**src/rtl/gsc_pkg.sv**
```systemverilog
package gsc_pkg;
  typedef enum logic [1:0] {
    PM_OFF    = 2'd0,
    PM_IDLE   = 2'd1,
    PM_ACTIVE = 2'd2
  } pwr_mode_e;

  localparam int unsigned CODE_MIN  = 1;
  localparam int unsigned CODE_MAX  = 60;
  localparam int          DB_OFFSET = 29;
endpackage

```
**src/rtl/gsc_sync.sv**
```systemverilog
module gsc_sync #(
  parameter int unsigned W = 3,
  parameter logic [W-1:0] RST_VAL = '0
) (
  input  logic         clk_i,
  input  logic         rst_ni,
  input  logic [W-1:0] d_i,
  output logic [W-1:0] q_o
);
  for (genvar g = 0; g < W; g++) begin : g_bit
    logic meta_q, sync_q;
    always_ff @(posedge clk_i or negedge rst_ni) begin
      if (!rst_ni) begin
        meta_q <= RST_VAL[g];
        sync_q <= RST_VAL[g];
      end else begin
        meta_q <= d_i[g];
        sync_q <= meta_q;
      end
    end
    assign q_o[g] = sync_q;
  end
endmodule

```
**src/rtl/gsc_shift.sv**
```systemverilog
module gsc_shift #(
  parameter int unsigned W     = 8,
  parameter int unsigned CNT_W = 5
) (
  input  logic             clk_i,
  input  logic             rst_ni,
  input  logic             load_n_i,
  input  logic             sclk_i,
  input  logic             sdata_i,
  output logic [W-1:0]     word_o,
  output logic [CNT_W-1:0] cnt_o,
  output logic             commit_o
);
  localparam logic [CNT_W-1:0] CNT_SAT = '1;

  logic load_q, sclk_q;
  logic open_fall, sclk_rise, take_bit;

  always_ff @(posedge clk_i or negedge rst_ni) begin
    if (!rst_ni) begin
      load_q <= 1'b1;
      sclk_q <= 1'b0;
    end else begin
      load_q <= load_n_i;
      sclk_q <= sclk_i;
    end
  end

  assign open_fall = load_q & ~load_n_i;
  assign commit_o  = ~load_q & load_n_i;
  assign sclk_rise = sclk_i & ~sclk_q;
  assign take_bit  = ~load_n_i & sclk_rise;

  always_ff @(posedge clk_i or negedge rst_ni) begin
    if (!rst_ni) begin
      word_o <= '0;
    end else if (take_bit) begin
      word_o <= {word_o[W-2:0], sdata_i};
    end
  end

  // count saturates so over-long windows stay distinguishable from 8
  always_ff @(posedge clk_i or negedge rst_ni) begin
    if (!rst_ni) begin
      cnt_o <= '0;
    end else if (open_fall) begin
      cnt_o <= take_bit ? CNT_W'(1) : '0;
    end else if (take_bit && cnt_o != CNT_SAT) begin
      cnt_o <= cnt_o + 1'b1;
    end
  end
endmodule

```
**src/rtl/gsc_commit.sv**
```systemverilog
module gsc_commit
  import gsc_pkg::*;
#(
  parameter int unsigned W     = 8,
  parameter int unsigned CNT_W = 5
) (
  input  logic                clk_i,
  input  logic                rst_ni,
  input  logic                commit_i,
  input  logic [W-1:0]        word_i,
  input  logic [CNT_W-1:0]    cnt_i,
  output logic [W-1:0]        code_o,
  output logic signed [W-1:0] db_o,
  output logic                range_err_o,
  output logic                short_o
);
  localparam logic [W-1:0]     LO     = W'(CODE_MIN);
  localparam logic [W-1:0]     HI     = W'(CODE_MAX);
  localparam logic [W-1:0]     OFS    = W'(DB_OFFSET);
  localparam logic [CNT_W-1:0] FULL   = CNT_W'(W);
  localparam logic [W-1:0]     RST_DB = LO - OFS;

  logic [W-1:0] clamped;
  logic         out_of_win;

  always_comb begin
    clamped    = word_i;
    out_of_win = 1'b0;
    if (word_i < LO) begin
      clamped    = LO;
      out_of_win = 1'b1;
    end else if (word_i > HI) begin
      clamped    = HI;
      out_of_win = 1'b1;
    end
  end

  always_ff @(posedge clk_i or negedge rst_ni) begin
    if (!rst_ni) begin
      code_o      <= LO;
      db_o        <= RST_DB;
      range_err_o <= 1'b0;
      short_o     <= 1'b0;
    end else if (commit_i) begin
      code_o      <= clamped;
      db_o        <= clamped - OFS;
      range_err_o <= out_of_win;
      short_o     <= (cnt_i != FULL);
    end
  end
endmodule

```
**src/rtl/gsc_pwr.sv**
```systemverilog
module gsc_pwr
  import gsc_pkg::*;
(
  input  logic wake_i,
  input  logic tx_on_i,
  output logic amp_en_o,
  output logic low_cur_o,
  output logic pwr_down_o
);
  pwr_mode_e mode;

  // sleep outranks transmit-on; purely combinational (asynchronous inputs)
  always_comb begin
    if (!wake_i)      mode = PM_OFF;
    else if (tx_on_i) mode = PM_ACTIVE;
    else              mode = PM_IDLE;
  end

  assign amp_en_o   = (mode == PM_ACTIVE);
  assign low_cur_o  = (mode == PM_IDLE);
  assign pwr_down_o = (mode == PM_OFF);
endmodule

```
**src/rtl/gain_serial_ctrl.sv**
```systemverilog
module gain_serial_ctrl #(
  parameter int unsigned GAIN_W = 8
) (
  input  logic                     clk_i,
  input  logic                     rst_ni,
  input  logic                     load_ni,
  input  logic                     sclk_i,
  input  logic                     sdata_i,
  input  logic                     wake_i,
  input  logic                     tx_on_i,
  output logic                     amp_en_o,
  output logic                     low_cur_o,
  output logic                     pwr_down_o,
  output logic [GAIN_W-1:0]        gain_code_o,
  output logic signed [GAIN_W-1:0] gain_db_o,
  output logic                     range_err_o,
  output logic                     short_frame_o
);
  localparam int unsigned CNT_W = $clog2(GAIN_W) + 2;

  logic [2:0]        ser_s;
  logic              load_n_s;
  logic [GAIN_W-1:0] shift_word;
  logic [CNT_W-1:0]  bit_cnt;
  logic              commit;

  gsc_sync #(.W(3), .RST_VAL(3'b100)) u_sync (
    .clk_i (clk_i),
    .rst_ni(rst_ni),
    .d_i   ({load_ni, sclk_i, sdata_i}),
    .q_o   (ser_s)
  );

  assign load_n_s = ser_s[2];

  gsc_shift #(.W(GAIN_W), .CNT_W(CNT_W)) u_shift (
    .clk_i   (clk_i),
    .rst_ni  (rst_ni),
    .load_n_i(load_n_s),
    .sclk_i  (ser_s[1]),
    .sdata_i (ser_s[0]),
    .word_o  (shift_word),
    .cnt_o   (bit_cnt),
    .commit_o(commit)
  );

  gsc_commit #(.W(GAIN_W), .CNT_W(CNT_W)) u_commit (
    .clk_i      (clk_i),
    .rst_ni     (rst_ni),
    .commit_i   (commit),
    .word_i     (shift_word),
    .cnt_i      (bit_cnt),
    .code_o     (gain_code_o),
    .db_o       (gain_db_o),
    .range_err_o(range_err_o),
    .short_o    (short_frame_o)
  );

  gsc_pwr u_pwr (
    .wake_i    (wake_i),
    .tx_on_i   (tx_on_i),
    .amp_en_o  (amp_en_o),
    .low_cur_o (low_cur_o),
    .pwr_down_o(pwr_down_o)
  );
endmodule

```
**config.mk**
```make
export PLATFORM = sky130hd
export DESIGN_NAME = gain_serial_ctrl
export DESIGN_NICKNAME = d
export VERILOG_FILES = /design/src/rtl/gsc_pkg.sv /design/src/rtl/gsc_sync.sv /design/src/rtl/gsc_shift.sv /design/src/rtl/gsc_commit.sv /design/src/rtl/gsc_pwr.sv /design/src/rtl/gain_serial_ctrl.sv
export SDC_FILE = /design/constraint.sdc
export NUM_CORES = 1
export LEC_CHECK = 0
export BUFFER_PORTS_ARGS = -buffer_cell sky130_fd_sc_hd__buf_2
export CORE_MARGIN = 2
export CORE_UTILIZATION = 54
export CTS_CLUSTER_DIAMETER = 30
export DETAILED_ROUTE_END_ITERATION = 8
export PLACE_DENSITY = 0.88
export SYNTH_ARGS = -nofsm -noshare
export SYNTH_HDL_FRONTEND = slang
export SYNTH_SLANG_ARGS = --single-unit
```
**constraint.sdc**
```tcl
create_clock -name clk_i -period 2.4 [get_ports clk_i]
set_input_delay 0.48 -clock clk_i [delete_from_list [all_inputs] [get_ports clk_i]]
set_output_delay 0.48 -clock clk_i [all_outputs]
set_load 0.05 [all_outputs]
```
-- Yosys cells after proc, flatten, opt, wreduce, memory -nomap -nowiden
Cells that the tools add are included.
- order comparisons: 2
- divide/modulo/power cells: 0
- add/subtract/negate cells: 2
- muxes and demuxes: 9
- equality and inequality tests: 4
- shift-type cells: 0
- bitwise gates (word level): 7
- multipliers: 0
- reductions and logical operators: 3
- operators by type and width (cell ; count):
    $mux W8 ; 2
    $mux W5 ; 2
    $gt A8 B6 Y1 const B ; 1
    $lt A8 B1 Y1 const B ; 1
    $sub A8 B5 Y8 const B ; 1
    $add A5 B1 Y5 const B ; 1
    $ne A5 B4 Y1 const B ; 1
    $ne A5 B5 Y1 const B ; 1
    $and A1 B1 Y1 ; 4
    $mux W2 ; 2
    $mux W1 ; 3
    $not A1 Y1 ; 3
    $eq A2 B1 Y1 const B ; 1
    $eq A2 B2 Y1 const B ; 1
    $logic_not A2 Y1 ; 1
    $reduce_bool A2 Y1 ; 1
    $logic_and A1 B1 Y1 ; 1
- bits in writable memories: 0
- latch bits: 0
- input port bits: 7
- word-level logic and storage cells: 41
- output and inout bits: 21
- bits in registers: 39
- memories: 0
- memory bits (read-only): 0

-- Depth between registers and ports, before layout
- word-level depth: 6
- depth in mapped cells: 8

-- Modules after synthesis
A second synthesis with hierarchy kept.
- cell total of the unflattened synthesis: 144
- area total of the unflattened synthesis: 1636.6 µm²
- modules (own cells, without submodules) (module ; instances ; sequential area each (µm²) ; area an instance (µm²) ; cells each):
    gsc_commit ; 1 ; 456.7 ; 808.3 ; 83
    gsc_shift ; 1 ; 376.6 ; 633.1 ; 49
    gsc_sync ; 1 ; 152.6 ; 175.2 ; 9
    gsc_pwr ; 1 ; 0.0 ; 20.0 ; 3

-- Least setup slack after synthesis
OpenSTA, ideal clock, no wires.
- kind: register -> register
- start: reg u_shift.word_o[2]
- end: reg u_commit.db_o[4]
- data required time: 2305 ps
- slack: 501 ps
- arrival: 1804 ps
- stages on the path, launching flop included: 8
- buffers on the path: 0
- setup time: 95 ps
- path through: dfrtp_1 > or4_4 > o21bai_4 > nand2_1 > ha_1 > nor2b_1 > a2111oi_0 > o31ai_1
- longest elaborated chain between the ends: 4
- elaborated cells on any way between the ends: 5
- those cells by class: add/sub (1); order compare (2); mux (2)
- ends and longest elaborated chain (what ; RTL line ; text):
    from (decl) ; gsc_shift.sv:10 ; output logic [W-1:0] word_o,
    from (signal assigned) ; gsc_shift.sv:38 ; word_o <= {word_o[W-2:0], sdata_i};
    $gt A8 B6 Y1 ; gsc_commit.sv:32 ; end else if (word_i > HI) begin
    $mux W8 ; gsc_commit.sv:32 ;
    $mux W8 * ; gsc_commit.sv:29 ; if (word_i < LO) begin
    $sub A8 B5 Y8 * ; gsc_commit.sv:46 ; db_o <= clamped - OFS;
    to (signal assigned) ; gsc_commit.sv:46 ;
    to (decl) ; gsc_commit.sv:13 ; output logic signed [W-1:0] db_o,
Every way passes the cells marked *; elsewhere a longest branch is shown, timed or not.
A chain may end at the register's enable or synchronous reset.

-- Final worst setup path
Ends and elaborated chain as after synthesis.

==> results.ini <==
[global_route]
grt_first_pass_wirelength_um = 4950
groute.usage.overall = 0.189
antenna_found_initial = 0
grt_overflow = 0
grt_max_degree = 40
first_global_vias = 1128

[routing]
wl_per_cell_um = 14.0
vias = 1142
detail_route.first_pass.iterations = 4
drtIter0Drc = 51
drc_violation_count_after_routing = 0
vias_per_cell = 5.57
antenna_violating_nets_post_route = 0
detail_route.wirelength_um = 2870

[clock_tree]
tritoncts = done
maximum_level_of_the_cts_h_tree = 2
postCtsHoldBufs = 0
cts-root-to-sink-buffers = 2
worstSkewPairLatency_ps = 330
cts_root_cell = sky130_fd_sc_hd__clkbuf_4
ctsResizeCount = 0
clkTransAtPathRegs_ps = 110
clock_sinks = 39
cts_made_buffers = 5
cts_setup_buffers = 0

[floorplan]
row_count = 20
start_util = 0.559
die_width_um = 59.8
placeableCoreArea_mm2 = 0.00300
pin_count = 28
floorplan.die_area_mm2 = 0.00357
die-height_um = 59.8

[worst_setup_path]
path_max_fanout = 8
critPathMaxStageDelay_ps = 590
critical_path.endpoint_type = register
cp.arrival_ps = 2370
timing.critical_path.required_ps = 2650
crit_path_start_kind = register
crit_slowest_cell = sky130_fd_sc_hd__or4_4
critical_path.cell_chain = or4_4 > o21bai_4 > nand2_1 > ha_1 > nor2b_1 > a2111oi_0 > o31ai_1
setup.worst_path.class = register to register

[synth]
synthesis_warnings = 0
ys_async_sr_fraction = 1.00
syn_area_per_cell_um2 = 12.0
synth_flop_cell = sky130_fd_sc_hd__dfrtp_1
distinct_cells_synth = 37
post_synth_edffs = 0
syn-cell-area_mm2 = 0.00168
flip_flop_and_latch_count_after_synthesis = 39
synth_fp_nets = 151
synth_sequential_area_ratio = 0.587
syn-instance-count = 140

[timing]
final_critical_delay_including_setup_and_external_delays_ps = 2120
final.hold.worst_slack_ps = 226
final_min_period_over_clock_period = 0.882
worst_slew_pin_slew_ps = 819
hold_viol = 0
timing.final.setup_violations = 0
slew_viol_final = 0
clock_skew_ps = 8.31
setup-tns-final_ps = 0
rsz0062_at_grt = no
achievable-frequency_ghz = 0.473
maxSlewHeadroom = 0.454

[worst_hold_path]
worst_hold_path_type = input port to async pin

[power_and_ir_drop]
power_density_mw_per_mm2 = 1290
reported_leakage_power_nw = 0.910
ir_drop_mv = 0.546

[layout]
drive_gt1_frac = 0.331
num_antenna_cells = 0
syn2layout_area_growth_pct = 14.0
final.fill_count = 237
layout.nets = 182
leading_cell_type_in_the_layout_fill_and_taps_excluded = sky130_fd_sc_hd__dfrtp_1
layout.cells.most_common_list = sky130_fd_sc_hd__dfrtp_1, sky130_fd_sc_hd__buf_2, sky130_fd_sc_hd__nand2_1

[outcome]
run_status = finished, final reports clean

[place]
port-buffer-count = 27
gpl.final_weighted_congestion = 0.953
dp_hpwl_um = 2080

[job]
reported_max_cap_violation_count = 0

==> kinds of logic (layout without fill, tap and decap cells) <==
group,Yosys count,count (layout),synth area share
AO/OA/AOI/OAI,24,24,0.0991
buffers and inverters,9,41,0.0216
XOR/XNOR,1,1,0.00522
AND/OR/NAND/NOR,50,50,0.174
multiplexers,13,13,0.0835
flip-flops,39,39,0.587
adder cells (fa/ha/maj),4,4,0.0298
==> cell usage after synthesis, types with 2 or more instances <==
library cell / instances / share of area
sky130_fd_sc_hd__nand4_1: 2 / 0.0075
sky130_fd_sc_hd__ha_1: 4 / 0.030
sky130_fd_sc_hd__nand2_1: 16 / 0.036
sky130_fd_sc_hd__and2_1: 4 / 0.015
sky130_fd_sc_hd__a21oi_1: 3 / 0.0089
sky130_fd_sc_hd__o22a_1: 3 / 0.016
sky130_fd_sc_hd__buf_2: 2 / 0.0060
sky130_fd_sc_hd__nor2b_1: 2 / 0.0075
sky130_fd_sc_hd__inv_1: 5 / 0.011
sky130_fd_sc_hd__dfrtp_1: 31 / 0.46
sky130_fd_sc_hd__dfstp_2: 8 / 0.13
sky130_fd_sc_hd__nand3_1: 2 / 0.0060
sky130_fd_sc_hd__o21ai_0: 10 / 0.030
sky130_fd_sc_hd__clkbuf_1: 2 / 0.0045
sky130_fd_sc_hd__nor3_1: 2 / 0.0060
sky130_fd_sc_hd__nor2_1: 9 / 0.020
sky130_fd_sc_hd__mux2_2: 8 / 0.054
sky130_fd_sc_hd__nand2b_1: 4 / 0.015
sky130_fd_sc_hd__mux2i_1: 5 / 0.030
==> per-stage QoR <==
step / utilization / area [um2] / power [mW] / setup slack, ps / std cells
2_1_floorplan: - / 1680 / 1.86 / 501 / 140
3_3_place_gp: 0.615 / 1850 / 2.07 / 437 / 197
3_5_place_dp: 0.615 / 1850 / 2.11 / 322 / 197
4_1_cts: 0.638 / 1910 / 2.48 / 281 / 205
5_1_grt: 0.638 / 1910 / 2.62 / 135 / 205
6_report: 0.638 / 1910 / 2.47 / 284 / 205
==> power by group <==
group	internal, mW	switching (mW)
logic	0.319	0.727
registers	0.874	0.181
clock network	0.172	0.195
==> final timing paths <==
kind                                   startpoint                endpoint  slack, ps  cells past startpoint
setup / recovery                u_shift.word_o[2]        u_commit.db_o[4]        280                      7
hold / removal                             rst_ni        u_shift.cnt_o[3]        230                      1
setup reg to reg                u_shift.word_o[2]        u_commit.db_o[4]        280                      7
hold reg to reg            u_sync.g_bit[2].meta_q  u_sync.g_bit[2].sync_q        360                      0
max in group asynchronous                  rst_ni        u_shift.cnt_o[4]       1660                      1
min in group clk_i                        load_ni  u_sync.g_bit[2].meta_q        240                      1
==> flip-flops by register name, indices dropped and copies added, names as in the netlist <==
register              count
u_commit.db_o             8
u_shift.word_o            8
u_shift.cnt_o             5
u_sync.g_bit.sync_q       3
u_sync.g_bit.meta_q       3
u_commit.range_err_o      1
u_shift.load_q            1
u_commit.code_o           8
u_commit.short_o          1
u_shift.sclk_q            1
==> critical path, delay by kind of cell, from the launching register on <==
family                   cells  cell delay (ps)
flip-flops                   1              470
adder cells (fa/ha/maj)      1              250
AO/OA/AOI/OAI                3              500
AND/OR/NAND/NOR              3              800
==> final cells by class <==
cell class              count  area (um2)  area share
multi-input cells          92         657       0.343
inverters                   5        18.8     0.00980
clock buffers               8        68.8      0.0359
well taps                  33        41.3      0.0216
flip-flops and latches     39         986       0.515
repair buffers             28         143      0.0745
==> routing by layer <==
layer | track usage | vias to the layer above | part of all wire
met1 | 0.252 | 542 | 0.43
met5 | 0 | - | 0
met3 | 0.0606 | 6 | 0.068
met4 | 0.0857 | 0 | 0.013
met2 | 0.281 | 44 | 0.48
li1 | - | 550 | -
Note: power is estimated with default switching activity, not from simulation.
